[config.mk]
export PLATFORM = sky130hd
export DESIGN_NAME = dp_alu
export DESIGN_NICKNAME = d
export VERILOG_FILES = /design/src/rtl/dp_alu_pkg.sv /design/src/rtl/dp_decode.sv /design/src/rtl/dp_addsub.sv /design/src/rtl/dp_logic.sv /design/src/rtl/dp_alu.sv
export SDC_FILE = /design/constraint.sdc
export NUM_CORES = 1
export LEC_CHECK = 0
export ABC_AREA = 1
export BUFFER_PORTS_ARGS = -buffer_cell sky130_fd_sc_hd__buf_4
export CORE_MARGIN = 4
export CORE_UTILIZATION = 41
export DETAILED_ROUTE_END_ITERATION = 8
export SKIP_LAST_GASP = 1
export SLEW_MARGIN = 5
export SYNTH_ARGS = -nofsm -noshare
export SYNTH_HDL_FRONTEND = slang
export SYNTH_SLANG_ARGS = --single-unit
[constraint.sdc]
create_clock -name clk_i -period 0.96 [get_ports clk_i]
set_input_delay 0.192 -clock clk_i [delete_from_list [all_inputs] [get_ports clk_i]]
set_output_delay 0.192 -clock clk_i [all_outputs]
set_load 0.03 [all_outputs]
[src/rtl/dp_alu_pkg.sv]
package dp_alu_pkg;

  typedef enum logic [3:0] {
    OP_AND = 4'd0,  OP_EOR = 4'd1,  OP_SUB = 4'd2,  OP_RSB = 4'd3,
    OP_ADD = 4'd4,  OP_ADC = 4'd5,  OP_SBC = 4'd6,  OP_RSC = 4'd7,
    OP_TST = 4'd8,  OP_TEQ = 4'd9,  OP_CMP = 4'd10, OP_CMN = 4'd11,
    OP_ORR = 4'd12, OP_MOV = 4'd13, OP_BIC = 4'd14, OP_MVN = 4'd15
  } dp_op_e;

  typedef enum logic [1:0] {
    LU_AND = 2'd0,
    LU_EOR = 2'd1,
    LU_ORR = 2'd2,
    LU_BIC = 2'd3
  } lu_sel_e;

  typedef enum logic [1:0] {
    CI_ZERO  = 2'd0,
    CI_ONE   = 2'd1,
    CI_CARRY = 2'd2
  } cin_sel_e;

  typedef struct packed {
    logic     arith;     // adder path, else logic unit
    logic     swap;      // reverse operand order
    logic     inv_b;     // subtract: invert second adder input
    cin_sel_e cin_sel;
    logic     no_write;  // compare/test
    lu_sel_e  lu_sel;
    logic     use_rn;    // moves replace rn by all ones
  } dp_dec_t;

  localparam int unsigned FLAG_N = 3;
  localparam int unsigned FLAG_Z = 2;
  localparam int unsigned FLAG_C = 1;
  localparam int unsigned FLAG_V = 0;

endpackage

[src/rtl/dp_decode.sv]
module dp_decode
  import dp_alu_pkg::*;
(
  input  logic [3:0] op_i,
  output dp_dec_t    dec_o
);

  always_comb begin
    dec_o = '{arith: 1'b0, swap: 1'b0, inv_b: 1'b0, cin_sel: CI_ZERO,
              no_write: 1'b0, lu_sel: LU_AND, use_rn: 1'b1};
    unique case (dp_op_e'(op_i))
      OP_AND: dec_o.lu_sel = LU_AND;
      OP_EOR: dec_o.lu_sel = LU_EOR;
      OP_ORR: dec_o.lu_sel = LU_ORR;
      OP_BIC: dec_o.lu_sel = LU_BIC;
      OP_TST: begin dec_o.lu_sel = LU_AND; dec_o.no_write = 1'b1; end
      OP_TEQ: begin dec_o.lu_sel = LU_EOR; dec_o.no_write = 1'b1; end
      OP_MOV: begin dec_o.lu_sel = LU_AND; dec_o.use_rn = 1'b0; end
      OP_MVN: begin dec_o.lu_sel = LU_BIC; dec_o.use_rn = 1'b0; end
      OP_ADD: begin dec_o.arith = 1'b1; end
      OP_ADC: begin dec_o.arith = 1'b1; dec_o.cin_sel = CI_CARRY; end
      OP_CMN: begin dec_o.arith = 1'b1; dec_o.no_write = 1'b1; end
      OP_SUB: begin
        dec_o.arith = 1'b1; dec_o.inv_b = 1'b1; dec_o.cin_sel = CI_ONE;
      end
      OP_CMP: begin
        dec_o.arith = 1'b1; dec_o.inv_b = 1'b1; dec_o.cin_sel = CI_ONE;
        dec_o.no_write = 1'b1;
      end
      OP_SBC: begin
        dec_o.arith = 1'b1; dec_o.inv_b = 1'b1; dec_o.cin_sel = CI_CARRY;
      end
      OP_RSB: begin
        dec_o.arith = 1'b1; dec_o.inv_b = 1'b1; dec_o.cin_sel = CI_ONE;
        dec_o.swap = 1'b1;
      end
      OP_RSC: begin
        dec_o.arith = 1'b1; dec_o.inv_b = 1'b1; dec_o.cin_sel = CI_CARRY;
        dec_o.swap = 1'b1;
      end
      default: ;
    endcase
  end

endmodule

[src/rtl/dp_addsub.sv]
module dp_addsub #(
  parameter int unsigned W = 32
) (
  input  logic [W-1:0] a_i,
  input  logic [W-1:0] b_i,
  input  logic         cin_i,
  output logic [W-1:0] sum_o,
  output logic         cout_o,
  output logic         ovf_o
);

  localparam int unsigned MSB = W - 1;

  logic [W:0] wide;

  always_comb begin
    wide   = {1'b0, a_i} + {1'b0, b_i} + {{W{1'b0}}, cin_i};
    sum_o  = wide[MSB:0];
    cout_o = wide[W];
    // same-sign inputs, different-sign output
    ovf_o  = (a_i[MSB] == b_i[MSB]) && (sum_o[MSB] != a_i[MSB]);
  end

endmodule

[src/rtl/dp_logic.sv]
module dp_logic
  import dp_alu_pkg::*;
#(
  parameter int unsigned W = 32
) (
  input  logic [W-1:0] a_i,
  input  logic [W-1:0] b_i,
  input  lu_sel_e      sel_i,
  output logic [W-1:0] y_o
);

  always_comb begin
    unique case (sel_i)
      LU_AND:  y_o = a_i & b_i;
      LU_EOR:  y_o = a_i ^ b_i;
      LU_ORR:  y_o = a_i | b_i;
      LU_BIC:  y_o = a_i & ~b_i;
      default: y_o = '0;
    endcase
  end

endmodule

[src/rtl/dp_alu.sv]
module dp_alu
  import dp_alu_pkg::*;
#(
  parameter int unsigned W = 32
) (
  input  logic         clk_i,
  input  logic         rst_ni,
  input  logic         valid_i,
  input  logic [3:0]   op_i,
  input  logic         set_flags_i,
  input  logic [W-1:0] rn_i,
  input  logic [W-1:0] op2_i,
  input  logic         sh_carry_i,
  input  logic [3:0]   flags_i,
  output logic [W-1:0] res_o,
  output logic         rd_we_o,
  output logic [3:0]   flags_o
);

  localparam int unsigned MSB = W - 1;

  dp_dec_t dec;

  dp_decode u_dec (
    .op_i  (op_i),
    .dec_o (dec)
  );

  // adder path
  logic [W-1:0] add_a, add_b, add_sum;
  logic         add_cin, add_cout, add_ovf;

  always_comb begin
    add_a = dec.swap ? op2_i : rn_i;
    add_b = dec.swap ? rn_i  : op2_i;
    if (dec.inv_b) add_b = ~add_b;
    unique case (dec.cin_sel)
      CI_ONE:   add_cin = 1'b1;
      CI_CARRY: add_cin = flags_i[FLAG_C];
      default:  add_cin = 1'b0;
    endcase
  end

  dp_addsub #(.W(W)) u_add (
    .a_i    (add_a),
    .b_i    (add_b),
    .cin_i  (add_cin),
    .sum_o  (add_sum),
    .cout_o (add_cout),
    .ovf_o  (add_ovf)
  );

  // logic path; moves see all ones in place of rn
  logic [W-1:0] lu_a, lu_y;

  assign lu_a = dec.use_rn ? rn_i : {W{1'b1}};

  dp_logic #(.W(W)) u_lu (
    .a_i   (lu_a),
    .b_i   (op2_i),
    .sel_i (dec.lu_sel),
    .y_o   (lu_y)
  );

  logic [W-1:0] res_d;
  logic [3:0]   flags_new, flags_d;
  logic         upd;

  always_comb begin
    res_d             = dec.arith ? add_sum : lu_y;
    upd               = valid_i && (dec.no_write || set_flags_i);
    flags_new[FLAG_N] = res_d[MSB];
    flags_new[FLAG_Z] = (res_d == '0);
    flags_new[FLAG_C] = dec.arith ? add_cout : sh_carry_i;
    flags_new[FLAG_V] = dec.arith ? add_ovf  : flags_i[FLAG_V];
    flags_d           = upd ? flags_new : flags_i;
  end

  always_ff @(posedge clk_i or negedge rst_ni) begin
    if (!rst_ni) begin
      res_o   <= '0;
      rd_we_o <= 1'b0;
      flags_o <= '0;
    end else begin
      if (valid_i) res_o <= res_d;
      rd_we_o <= valid_i && !dec.no_write;
      flags_o <= flags_d;
    end
  end

  // compares and tests never write
  p_cmp_no_write_r6: assert property (@(posedge clk_i) disable iff (!rst_ni)
    (valid_i && op_i[3:2] == 2'b10) |=> !rd_we_o);

  // idle cycle gives no write, result held
  p_idle_no_write_r1: assert property (@(posedge clk_i) disable iff (!rst_ni)
    !valid_i |=> (!rd_we_o && $stable(res_o)));

  // no update, flags pass through
  p_hold_flags_r7: assert property (@(posedge clk_i) disable iff (!rst_ni)
    (!valid_i || (!set_flags_i && op_i[3:2] != 2'b10)) |=> flags_o == $past(flags_i));

  // logical updates take shifter carry, keep V
  p_logic_carry_r9: assert property (@(posedge clk_i) disable iff (!rst_ni)
    (upd && !dec.arith) |=> (flags_o[FLAG_C] == $past(sh_carry_i)
                             && flags_o[FLAG_V] == $past(flags_i[FLAG_V])));

  // Z tracks the written result
  p_zero_flag_r8: assert property (@(posedge clk_i) disable iff (!rst_ni)
    (upd && !dec.no_write) |=> (flags_o[FLAG_Z] == (res_o == '0)
                                && flags_o[FLAG_N] == res_o[MSB]));

  // moves never see rn
  p_mov_ignores_rn_r5: assert property (@(posedge clk_i) disable iff (!rst_ni)
    (valid_i && op_i == 4'd13) |=> res_o == $past(op2_i));

endmodule

==> results of run 1 <==
[power by group]
part / internal, µW / total (µW) / switching, µW / leakage [µW]
logic: 4830 / 10600 / 5810 / 0.00598
clock network: 950 / 1550 / 602 / 0.0000696
registers: 1860 / 2070 / 208 / 0.000445
[synth_stat cells]
cell,instances
a211oi_1,2
a211oi_2,1
a21oi_1,59
a31oi_1,18
and2_1,4
buf_1,5
buf_2,23
buf_4,2
buf_6,1
clkbuf_1,20
dfrtp_1,37
fa_1,2
ha_1,68
inv_1,218
inv_2,17
nand2_1,466
nand2_2,4
nand2_4,1
nand3_1,63
nand3b_1,4
nand4_1,12
nor2_1,104
nor2_2,4
nor3_1,5
nor3_2,1
o21ai_0,146
o21ai_1,21
o21bai_1,3
o22ai_1,1
o41ai_2,1
or2_0,1
or2_2,3
xnor2_1,1
xor2_1,35
[placed cells by master (no fill, tap or decap), types with 3 or more instances in the layout]
cell type / instances
ha_2: 12
inv_1: 212
buf_16: 5
inv_2: 20
nor2_2: 15
or2_2: 3
a31oi_1: 15
nand3_2: 16
o21ai_1: 41
ha_1: 51
ha_4: 5
nand3b_1: 4
buf_6: 48
nand3_1: 45
nor2_4: 11
nor3_2: 3
buf_12: 16
xor2_1: 34
a21oi_1: 46
and2_4: 3
clkbuf_16: 6
buf_4: 339
nand2_1: 424
nand2_4: 10
o21ai_0: 112
dfrtp_1: 37
nand2_2: 36
nand4_1: 12
nor2_1: 82
o21ai_2: 13
a21oi_2: 11
[logic make-up (layout without fill, tap and decap cells)]
| kind of cell | after synthesis | count (layout) | share of synthesized area [%] |
|---|---|---|---|
| simple gates | 672 | 672 | 37.2 |
| buf+inv | 286 | 653 | 15.4 |
| compound gates | 252 | 252 | 18.1 |
| fa+ha+maj | 70 | 70 | 12.3 |
| flops | 37 | 37 | 12.7 |
| xor+xnor | 36 | 36 | 4.34 |
[worst max-delay path by stage]
stage	slack, ns	to	from
6_report	-1.81	flags_o[2]$_DFF_PN0_	op_i[1]
5_1_grt	-2.06	flags_o[2]$_DFF_PN0_	op_i[1]
4_1_cts	-1.82	flags_o[2]$_DFF_PN0_	op_i[2]
3_5_place_dp	-2.26	flags_o[2]$_DFF_PN0_	op_i[0]
3_3_place_gp	-2.21	flags_o[2]$_DFF_PN0_	op_i[0]
2_1_floorplan	-1.78	flags_o[2]$_DFF_PN0_	op_i[2]
[repair_timing]
| action | CTS | global route |
|---|---|---|
| cloned | 5 | 1 |
| endpoints found under the hold margin | 37 | 0 |
| endpoints found under the setup margin | 73 | 73 |
| gates resized for setup | 166 | 62 |
| setup buffers | 42 | 7 |
| pin swaps | 52 | 14 |
| hold buffers | 1 | 0 |
[flip-flops by register name (all words and copies together), names as in the netlist]
register,flops
rd_we_o,1
flags_o,4
res_o,32
[layout make-up]
cell class              count  area (µm²)
clock buffers               5         125
clock inverters             3        17.5
fillers                  1623        5590
inverters                 235         916
multi-input cells        1030        5930
flip-flops and latches     37         926
well taps                 225         282
repair buffers            410        3580
[routing by layer]
layer,up-vias,routed length (µm),GRT usage [%]
li1,4985,-,-
met1,4329,13000,40.4
met2,291,11700,42.1
met3,31,1950,1.83
met4,0,474,5.56
met5,-,0,0
[worst max-delay path, stage by stage]
cell and delay (ns):
buf_12 0.10, inv_6 0.03, nor3_4 0.19, buf_6 0.18
o21ai_4 0.07, xor2_2 0.18, fa_2 0.41, inv_2 0.09
fa_2 0.41, or2_1 0.22, nand2_2 0.10, nand2_1 0.07
nor2_1 0.09, nand2_1 0.06, nor2_1 0.08, nand2_1 0.07
nor2_2 0.11, nand3_1 0.09, nor2_1 0.09, nand3_1 0.08
nand2_1 0.07
[per-stage QoR]
step           area, µm²  TNS [ns]  total power, µW
2_1_floorplan       7510    -46.14             7060
3_3_place_gp       10300    -67.87            10800
3_5_place_dp       10300    -69.01            10900
4_1_cts            11500    -55.63            13800
5_1_grt            11800    -63.15            15400
6_report           11800    -55.51            14300
==> metrics.md, run 1 <==
| Metric | Value |
|---|---|
| Crit path launch type | primary input |
| Max clock buf depth | 2 |
| Clock Skew | 0 ns |
| Wire per inst | 14.0 µm |
| Worst IR Drop VDD | 1.94 mV |
| CTS buffer count | 5 |
| Remaining antenna violation count | 0 |
| P_leak | 0.00650 µW |
| Actual slew at the worst max-slew pin | 0.582 ns |
| Clock-pin slew on the worst setup and hold paths | 0.06 ns |
| Failing checks | negative setup slack |
| CP max FO | 5 |
| Worst setup EP type | flip-flop |
| Crit path required time | 1.17 ns |
| H-tree lvl count | 2 |
| Post-DP HPWL | 21700 µm |
| Mapped Nets | 1500 |
| Layout area overhead | 61.9% |
| Synth top area cells | nand2_1 (24%), dfrtp_1 (13%), ha_1 (12%), inv_1 (11%), o21ai_0 (10%) |
| Flop and latch count out of synthesis | 37 |
| CTS sink count | 37 |
| R2r startpoint | res_o[6]$_DFFE_PN0P_ |
| Status | finished, violations left |
| Cell count after placement | 1886 |
| Starting Density | 41.9% |
| Crit Path Category | in2reg |
| Cells after Synth | 1353 |
| Yosys top cell area share | 24.1% |
| DRC | 0 |
| Pre-CTS WS | -2.26 ns |
| Fmax | 361 MHz |
| Hold Crit Start | flags_i[3] |
| Initial antenna violation count | 0 |
| DRT Pass-1 Iters | 5 |
| Hold Path Class | in2reg |
| Max Cap Viol | 0 |
| Die Ht | 141 µm |
| Hold endpoint | flags_o[3]$_DFF_PN0_ |
| Synthesized area | 7270 µm² |
| X dimension of the die | 141 µm |
| Max_slew headroom | 60.8% |
| Area leader, netlist | nand2_1 |
| Final design utilization | 67.8% |
| Clk root buf | clkbuf_16 |
| Final hold vios | 0 |
| Detailed-route via count | 9636 |
| Cells on worst reg2reg path | 3 |
| Final WL | 27100 µm |
| Seq/Total Area, Yosys | 12.7% |
| Fraction of layout cells with a size suffix above 1 | 34.7% |
| First-pass GRT wire length | 43800 µm |
| Synth warn | 0 |
| Pin count of the biggest net entering global routing | 38 |
| CORE AREA | 17400 µm² |
| Area of the die | 19900 µm² |
| Worst-Skew Late Latency | 0.28 ns |
| Worst Setup Slack, final | -1.81 ns |
| # setup viols final | 73 |
| # diodes | 0 |
| GP Congestion | 1.01 |
| Mapped Avg Cell Area | 5.37 µm² |
| Hold depth | 3 |
| Power per cell area | 1210 nW/µm² |
| Layout Cells excl Fill | 1945 |
| RSZ-0062 raised after global routing | true |
| Min cycle time layout | 2.77 ns |
| # IOs | 114 |
| IO buf count | 113 |
| DRT iter0 DRCs | 620 |
| CTS tree | done |
| GRT Resource Usage Total | 26.8% |
| Vias in the first global route | 8970 |
| Total gr overflow | 0 |
| Final #Nets | 1866 |
| Hold Slack | 0.126 ns |
| R2r endpoint | res_o[6]$_DFFE_PN0P_ |
| Row count | 48 |
| Final Max Slew Viols | 0 |
| Reg2Reg Setup Slack | 0.14 ns |
| Tcrit/Tclk final | 289% |
| Critical Path AT | 2.99 ns |
| Library cells used by synthesis | 34 |
| Routed vias/inst | 4.95 |
Power figures use the tool's default switching activity.
==> run 2, diff against run 1 <==
--- a/config.mk
+++ b/config.mk
@@ -15,3 +15,4 @@
 export SYNTH_ARGS = -nofsm -noshare
 export SYNTH_HDL_FRONTEND = slang
 export SYNTH_SLANG_ARGS = --single-unit
+export TNS_END_PERCENT = 10
==> run 2 against run 1 <==
Effect of this change: the flow still finishes with violations (negative setup slack); design area decreased by 5.6%; count of clock-buffer cells in the layout increased by 1; critical path depth unchanged; via count decreased by 1.3%; first-iteration DRC count decreased by 14%; largest cell class unchanged.
==> metrics.md, run 2 (synthesized netlist as in run 1, its figures left out) <==
| Metric | Value |
|---|---|
| Status | finished, violations left |
| Failing checks | negative setup slack |
| Die Ht | 141 µm (unchanged) |
| Total gr overflow | 0 (unchanged) |
| Largest registers | res_o (32), flags_o (4), rd_we_o (1) |
| Fraction of layout cells with a size suffix above 1 | 30.1% (-4.6 points) |
| Tcrit/Tclk final | 303% (+15 points) |
| # diodes | 0 (unchanged) |
| Final #Nets | 1851 (-0.80%) |
| Register area | 926 µm² (unchanged) |
| Max Cap Viol | 0 (unchanged) |
| Wire per inst | 13.8 µm (-1.4%) |
| Actual slew at the worst max-slew pin | 0.516 ns (-0.0654 ns) |
| Max clock buf depth | 2 (unchanged) |
| First-pass GRT wire length | 41600 µm (-5.1%) |
| Clock Skew | 0 ns (unchanged) |
| Worst-Skew Late Latency | 0.28 ns (about the same) |
| Clock-pin slew on the worst setup and hold paths | 0.05 ns (about the same) |
| Final WL | 26600 µm (-2.1%) |
| GP Congestion | 0.941 (-6.8%) |
| Fill cells | 1735 (+6.9%) |
| Area of the die | 19900 µm² (unchanged) |
| Final instance area | 11100 µm² (-5.6%) |
| DRC | 0 (unchanged) |
| Vias in the first global route | 8498 (-5.3%) |
| DRT iter0 DRCs | 532 (-14%) |
| Fmax | 344 MHz (-4.8%) |
| Crit Path Category | in2reg |
| Worst Setup Slack, final | -1.95 ns (-0.140 ns) |
| Starting Density | 41.9% (unchanged) |
| Multi-input logic area | 5610 µm² (-5.3%) |
| Crit path required time | 1.17 ns (about the same) |
| CTS tree | done |
| Clk root buf | clkbuf_16 |
| Leading cell type in the layout, fill and taps excluded | nand2_1 |
| Routed vias/inst | 4.93 (-0.50%) |
| CP most frequent cell | nand2_1 |
| Final hold vios | 0 (unchanged) |
| Critical Path AT | 3.13 ns (+0.14 ns) |
| Largest register by flop count | res_o |
| Final Max Slew Viols | 0 (unchanged) |
| # IOs | 114 (unchanged) |
| X dimension of the die | 141 µm (unchanged) |
| Max_slew headroom | 65.2% (+4.4 points) |
| CTS sink count | 37 (unchanged) |
| Hold Path Class | in2reg |
| CP Cell Sequence | buf_6 > nor3_4 > buf_6 > clkbuf_16 > o21ai_4 > xor2_2 > fa_2 > inv_2 > fa_2 > or2_0 > nand2_1 > nand2_1 > nor2_1 > nand2_1 > nor2_1 > nand2_1 > nor2_1 > nand3_1 > nor2_1 > nand3_1 > nand2_1 |
| H-tree lvl count | 2 (unchanged) |
| Crit path largest cell delay | 0.41 ns (about the same) |
| Most frequent cells in the layout | nand2_1 (444), buf_4 (370), inv_1 (214) |
| Power per cell area | 1230 nW/µm² (+1.6%) |
| Initial antenna violation count | 0 (unchanged) |
| IO buf count | 113 (unchanged) |
| RSZ-0062 raised after global routing | true |
| Worst IR Drop VDD | 1.40 mV (-28%) |
| Layout area overhead | 52.9% |
| Remaining antenna violation count | 0 (unchanged) |
| Detailed-route via count | 9514 (-1.3%) |
| Pin count of the biggest net entering global routing | 38 (unchanged) |
| Cell count after placement | 1900 (+0.74%) |
| CTS buffer count | 5 (unchanged) |
| Post-DP HPWL | 22000 µm (+1.6%) |
| # setup viols final | 73 (unchanged) |
| Row count | 48 (unchanged) |
| Crit path launch type | primary input |
| Dpl cell area | 10400 µm² (+0.27%) |
| P_leak | 0.00631 µW (-2.8%) |
| GRT Resource Usage Total | 25.6% (-1.3 points) |
| DRT Pass-1 Iters | 6 (+1) |
| Worst setup EP type | flip-flop |
| Min cycle time layout | 2.91 ns (+0.140 ns) |
| CP max FO | 6 (+1) |
| CORE AREA | 17400 µm² (unchanged) |
| Slowest-stage cell, CP | fa_2 |
| Max reg flops | 32 (unchanged) |
| Layout Cells excl Fill | 1930 (-0.77%) |
## run 2: cell types whose count changed in the layout (fill, tap and decap cells not counted), moves of 10 or more
cell     before  now
buf_4       339  370
o21ai_0     112  133
nand2_1     424  444
o21ai_2      13    3
ha_1         51   63
buf_6        48    6
nand2_2      36   22
o21ai_1      41   30
## run 2: metrics by stage
step | total power [µW] | hold WS [ns] | setup slack, ns | TNS, ns | util (%)
after detailed placement | 11000 | 0.173 | -2.23 | -69.03 | 59.7
after global routing | 14800 | 0.133 | -2.14 | -66.98 | 64.0
after floorplan | 6950 | -0.104 | -1.79 | -47.51 | -
after CTS | 13000 | 0.123 | -1.89 | -59.50 | 61.4
after global placement | 10900 | 0.172 | -2.23 | -67.12 | 59.7
final | 13700 | 0.121 | -1.95 | -59.31 | 64.0
## run 2: timing repair
item | in CTS | in global routing
resized for setup | 20 | 82
cloned | 1 | 3
hold buffers | 1 | 0
setup endpoints to repair | 73 | 73
setup buffers | 4 | 13
pin swaps | 1 | 38
hold endpoints to repair | 37 | 0
## run 2: worst paths after layout
| path | slack, ns | from | cells past startpoint | to |
|---|---|---|---|---|
| max in group asynchronous | 0.24 | rst_ni | 2 | res_o[18]$_DFFE_PN0P_ |
| min in group asynchronous | 0.39 | rst_ni | 2 | rd_we_o$_DFF_PN0_ |
| min reg2reg | 0.48 | res_o[11]$_DFFE_PN0P_ | 2 | res_o[11]$_DFFE_PN0P_ |
| max | -1.95 | op_i[3] | 21 | flags_o[2]$_DFF_PN0_ |
| max reg2reg | 0.28 | res_o[22]$_DFFE_PN0P_ | 2 | res_o[22]$_DFFE_PN0P_ |
| min | 0.12 | flags_i[2] | 3 | flags_o[2]$_DFF_PN0_ |
## run 2: final cells by class
class | instances | share of cell area, %
Clock buffer | 6 | 1.16
Tap cell | 225 | 2.53
Sequential cell | 37 | 8.33
Inverter | 235 | 8.09
Multi-Input combinational cell | 1030 | 50.5
Clock inverter | 2 | 0.349
Timing Repair Buffer | 395 | 29.0
## run 2: power breakdown
group / switching [µW] / internal (µW) / leakage (µW) / total (µW)
Combinational: 5520 / 4310 / 0.00579 / 9830
Clock: 601 / 1230 / 0.0000810 / 1830
Sequential: 161 / 1850 / 0.000445 / 2020
Total: 6280 / 7400 / 0.00631 / 13700
## run 2: metal layers
| layer | share of wire, % | up-vias | global-route usage (%) | wire length (µm) |
|---|---|---|---|---|
| met1 | 48 | 4258 | 38.8 | 12700 |
| met4 | 1.3 | 0 | 4.74 | 348 |
| met2 | 43 | 288 | 39.8 | 11500 |
| met3 | 7.6 | 21 | 1.97 | 2030 |
| met5 | 0 | - | 0 | 0 |
| li1 | - | 4947 | - | - |
## run 2: critical path, delay by kind of cell
kind	cells	cell delay (ns)
and+or+nand+nor	13	1.40
adders and majority gates	2	0.80
buffers and inverters	4	0.51
xor gates and xnor gates	1	0.15
AOI/OAI and AO/OA	1	0.06
==> run 3, diff against run 2 <==
--- a/config.mk
+++ b/config.mk
@@ -10,7 +10,7 @@
 export CORE_MARGIN = 4
 export CORE_UTILIZATION = 41
 export DETAILED_ROUTE_END_ITERATION = 8
-export SKIP_LAST_GASP = 1
+export PLACE_DENSITY = 0.69
 export SLEW_MARGIN = 5
 export SYNTH_ARGS = -nofsm -noshare
 export SYNTH_HDL_FRONTEND = slang
==> run 3 against run 2 <==
Effect of this change: critical path type unchanged; highest routed layer unchanged; wire length rose by 21%; global-route usage rose by 4.3 points; register-to-register slack got worse by 0.02 ns; worst hold slack improved by 0.014 ns; the flow still finishes with violations (negative setup slack).
==> metrics.md, run 3 (synthesized netlist as in run 1, its figures left out) <==
| Metric | Value |
|---|---|
| Crit Path Category | in2reg |
| First-pass GRT wire length | 48000 µm (+15%) |
| Critical Path AT | 3.16 ns (+0.03 ns) |
| RSZ-0062 raised after global routing | true |
| # IOs | 114 (unchanged) |
| Routed vias/inst | 5.15 (+4.5%) |
| CTS buffer count | 5 (unchanged) |
| Pre-CTS WS | -2.45 ns (-0.219 ns) |
| Area of the die | 19900 µm² (unchanged) |
| DRT iter0 DRCs | 580 (+9.0%) |
| Actual slew at the worst max-slew pin | 0.492 ns (-0.0249 ns) |
| R2r startpoint | res_o[6]$_DFFE_PN0P_ |
| Clock-pin slew on the worst setup and hold paths | 0.06 ns (about the same) |
| Hold depth | 3 (unchanged) |
| Initial antenna violation count | 0 (unchanged) |
| Worst-Skew Late Latency | 0.28 ns (about the same) |
| Clk root buf | clkbuf_16 |
| Crit path largest cell delay | 0.41 ns (about the same) |
| Hold Slack | 0.135 ns (+0.0142 ns) |
| Vias in the first global route | 9652 (+14%) |
| Fmax | 340 MHz (-0.95%) |
| Largest registers | res_o (32), flags_o (4), rd_we_o (1) |
| CORE AREA | 17400 µm² (unchanged) |
| # diodes | 0 (unchanged) |
| Fraction of layout cells with a size suffix above 1 | 40.5% (+10 points) |
| DRT Pass-1 Iters | 5 (-1) |
| Status | finished, violations left |
| Min cycle time layout | 2.94 ns (+0.0278 ns) |
| Met3 WL post-DR | 1940 µm (-4.3%) |
| Met1 Routed Length | 12700 µm (-0.32%) |
| Max_slew headroom | 67.2% (+2.0 points) |
| Clock Skew | 0 ns (unchanged) |
| Final design utilization | 71.7% (+7.6 points) |
| H-tree lvl count | 2 (unchanged) |
| Failing checks | negative setup slack |
| IO buf count | 113 (unchanged) |
| Final Max Slew Viols | 0 (unchanged) |
| Worst Setup Slack, final | -1.98 ns (-0.0278 ns) |
| Hold Path Class | in2reg |
| Max Cap Viol | 0 (unchanged) |
| Final #Nets | 1893 (+2.3%) |
| Tcrit/Tclk final | 306% (+2.9 points) |
| CTS sink count | 37 (unchanged) |
| P_leak | 0.00676 µW (+7.0%) |
| WL met2 | 16000 µm (+40%) |
| Wire per inst | 16.3 µm (+18%) |
| Starting Density | 41.9% (unchanged) |
| R2r endpoint | res_o[6]$_DFFE_PN0P_ |
| Detailed-route via count | 10200 (+6.7%) |
| Top sig layer | met4 |
| GRT Resource Usage Total | 29.9% (+4.3 points) |
| Max reg flops | 32 (unchanged) |
| Row count | 48 (unchanged) |
| Remaining antenna violation count | 0 (unchanged) |
| DRC | 0 (unchanged) |
| Crit path launch type | primary input |
| Slowest-stage cell, CP | fa_2 |
| Final hold vios | 0 (unchanged) |
| Hold Crit Start | flags_i[3] |
| Crit path required time | 1.18 ns (about the same) |
| Pin count of the biggest net entering global routing | 38 (unchanged) |
| Max clock buf depth | 2 (unchanged) |
| Total gr overflow | 0 (unchanged) |
| Largest register by flop count | res_o |
| Worst setup EP type | flip-flop |
| Power per cell area | 1240 nW/µm² (+0.41%) |
| Fill cells | 1433 (-17%) |
| CP top delay family | simple AND/OR/NAND/NOR gates |
| Reg2Reg Setup Slack | 0.26 ns (-0.02 ns) |
| GP Congestion | 1.04 (+10%) |
| Leading cell type in the layout, fill and taps excluded | nand2_1 |
| Hold endpoint | flags_o[3]$_DFF_PN0_ |
| Layout area overhead | 71.1% |
| Die Ht | 141 µm (unchanged) |
| Post-DP HPWL | 24000 µm (+9.1%) |
| X dimension of the die | 141 µm (unchanged) |
| CP max FO | 6 (unchanged) |
| # setup viols final | 73 (unchanged) |
| Pwr Total | 15400 µW (+12%) |
| Buffers plus inverters on the worst setup path | 8 (+4) |
| CTS tree | done |
| Worst IR Drop VDD | 0.955 mV (-32%) |
| Most frequent cells in the layout | nand2_1 (377), buf_4 (344), inv_1 (205) |
| Cells on worst reg2reg path | 2 (unchanged) |
| Final WL | 32100 µm (+21%) |
==> run 3: cell types whose count changed in the layout (fill, tap and decap cells not counted), sizes merged <==
cell    before  now
clkbuf       8    9
buf        392  433
bufinv       1    0
clkinv       1    2
==> run 3: worst register-to-register path, cell delays in order (launching register included) <==
cell     delay, ns
dfrtp_1       0.40
nor2_1        0.11
a31oi_1       0.06
==> run 3: worst max-delay path by stage <==
stage / startpoint / endpoint / slack (ns) / depth (start not counted)
2_1_floorplan: op_i[2] / flags_o[2]$_DFF_PN0_ / -1.79 / 21
3_3_place_gp: op_i[3] / flags_o[2]$_DFF_PN0_ / -2.41 / 26
3_5_place_dp: op_i[3] / flags_o[2]$_DFF_PN0_ / -2.45 / 26
4_1_cts: op_i[0] / flags_o[2]$_DFF_PN0_ / -1.91 / 29
5_1_grt: op_i[1] / flags_o[2]$_DFF_PN0_ / -2.21 / 29
6_report: op_i[1] / flags_o[2]$_DFF_PN0_ / -1.98 / 25
==> run 3: repair_timing <==
action | 4_1_cts | 5_1_grt
gates cloned | 6 | 3
endpoints found under the setup margin | 73 | 73
hold buffers | 1 | 0
resized for setup | 202 | 177
setup buffers | 22 | 17
endpoints found under the hold margin | 37 | 0
pin swaps | 63 | 98
==> run 3: per-stage QoR <==
step / cells / setup TNS [ns] / cell area [µm²]
6_report: 1972 / -60.90 / 12400
5_1_grt: 1972 / -65.96 / 12400
3_3_place_gp: 1915 / -71.02 / 10500
2_1_floorplan: 1353 / -47.51 / 7410
4_1_cts: 1952 / -59.26 / 11600
3_5_place_dp: 1915 / -72.95 / 10500
==> run 3: report_power, final <==
group	leakage [µW]	total [µW]	internal, µW	switching, µW
clock	0.0000706	1590	954	636
combinational	0.00624	11700	5270	6440
sequential	0.000445	2080	1860	221
total	0.00676	15400	8080	7290
==> run 3: metal layers <==
layer  global-route usage (%)  up-vias
met5                        0        -
met3                     3.80       96
met1                     36.0     4653
met4                     12.0        0
li1                         -     5033
met2                     53.6      374
==> run 3: area by class of cell <==
type | instances | area, µm² | share of cell area (%)
well taps | 225 | 282 | 2.26
clock inverters | 2 | 10.0 | 0.0804
inverters | 235 | 902 | 7.25
clock buffers | 6 | 129 | 1.04
multi-input cells | 1030 | 6240 | 50.2
repair buffers | 437 | 3950 | 31.7
flip-flops and latches | 37 | 926 | 7.44
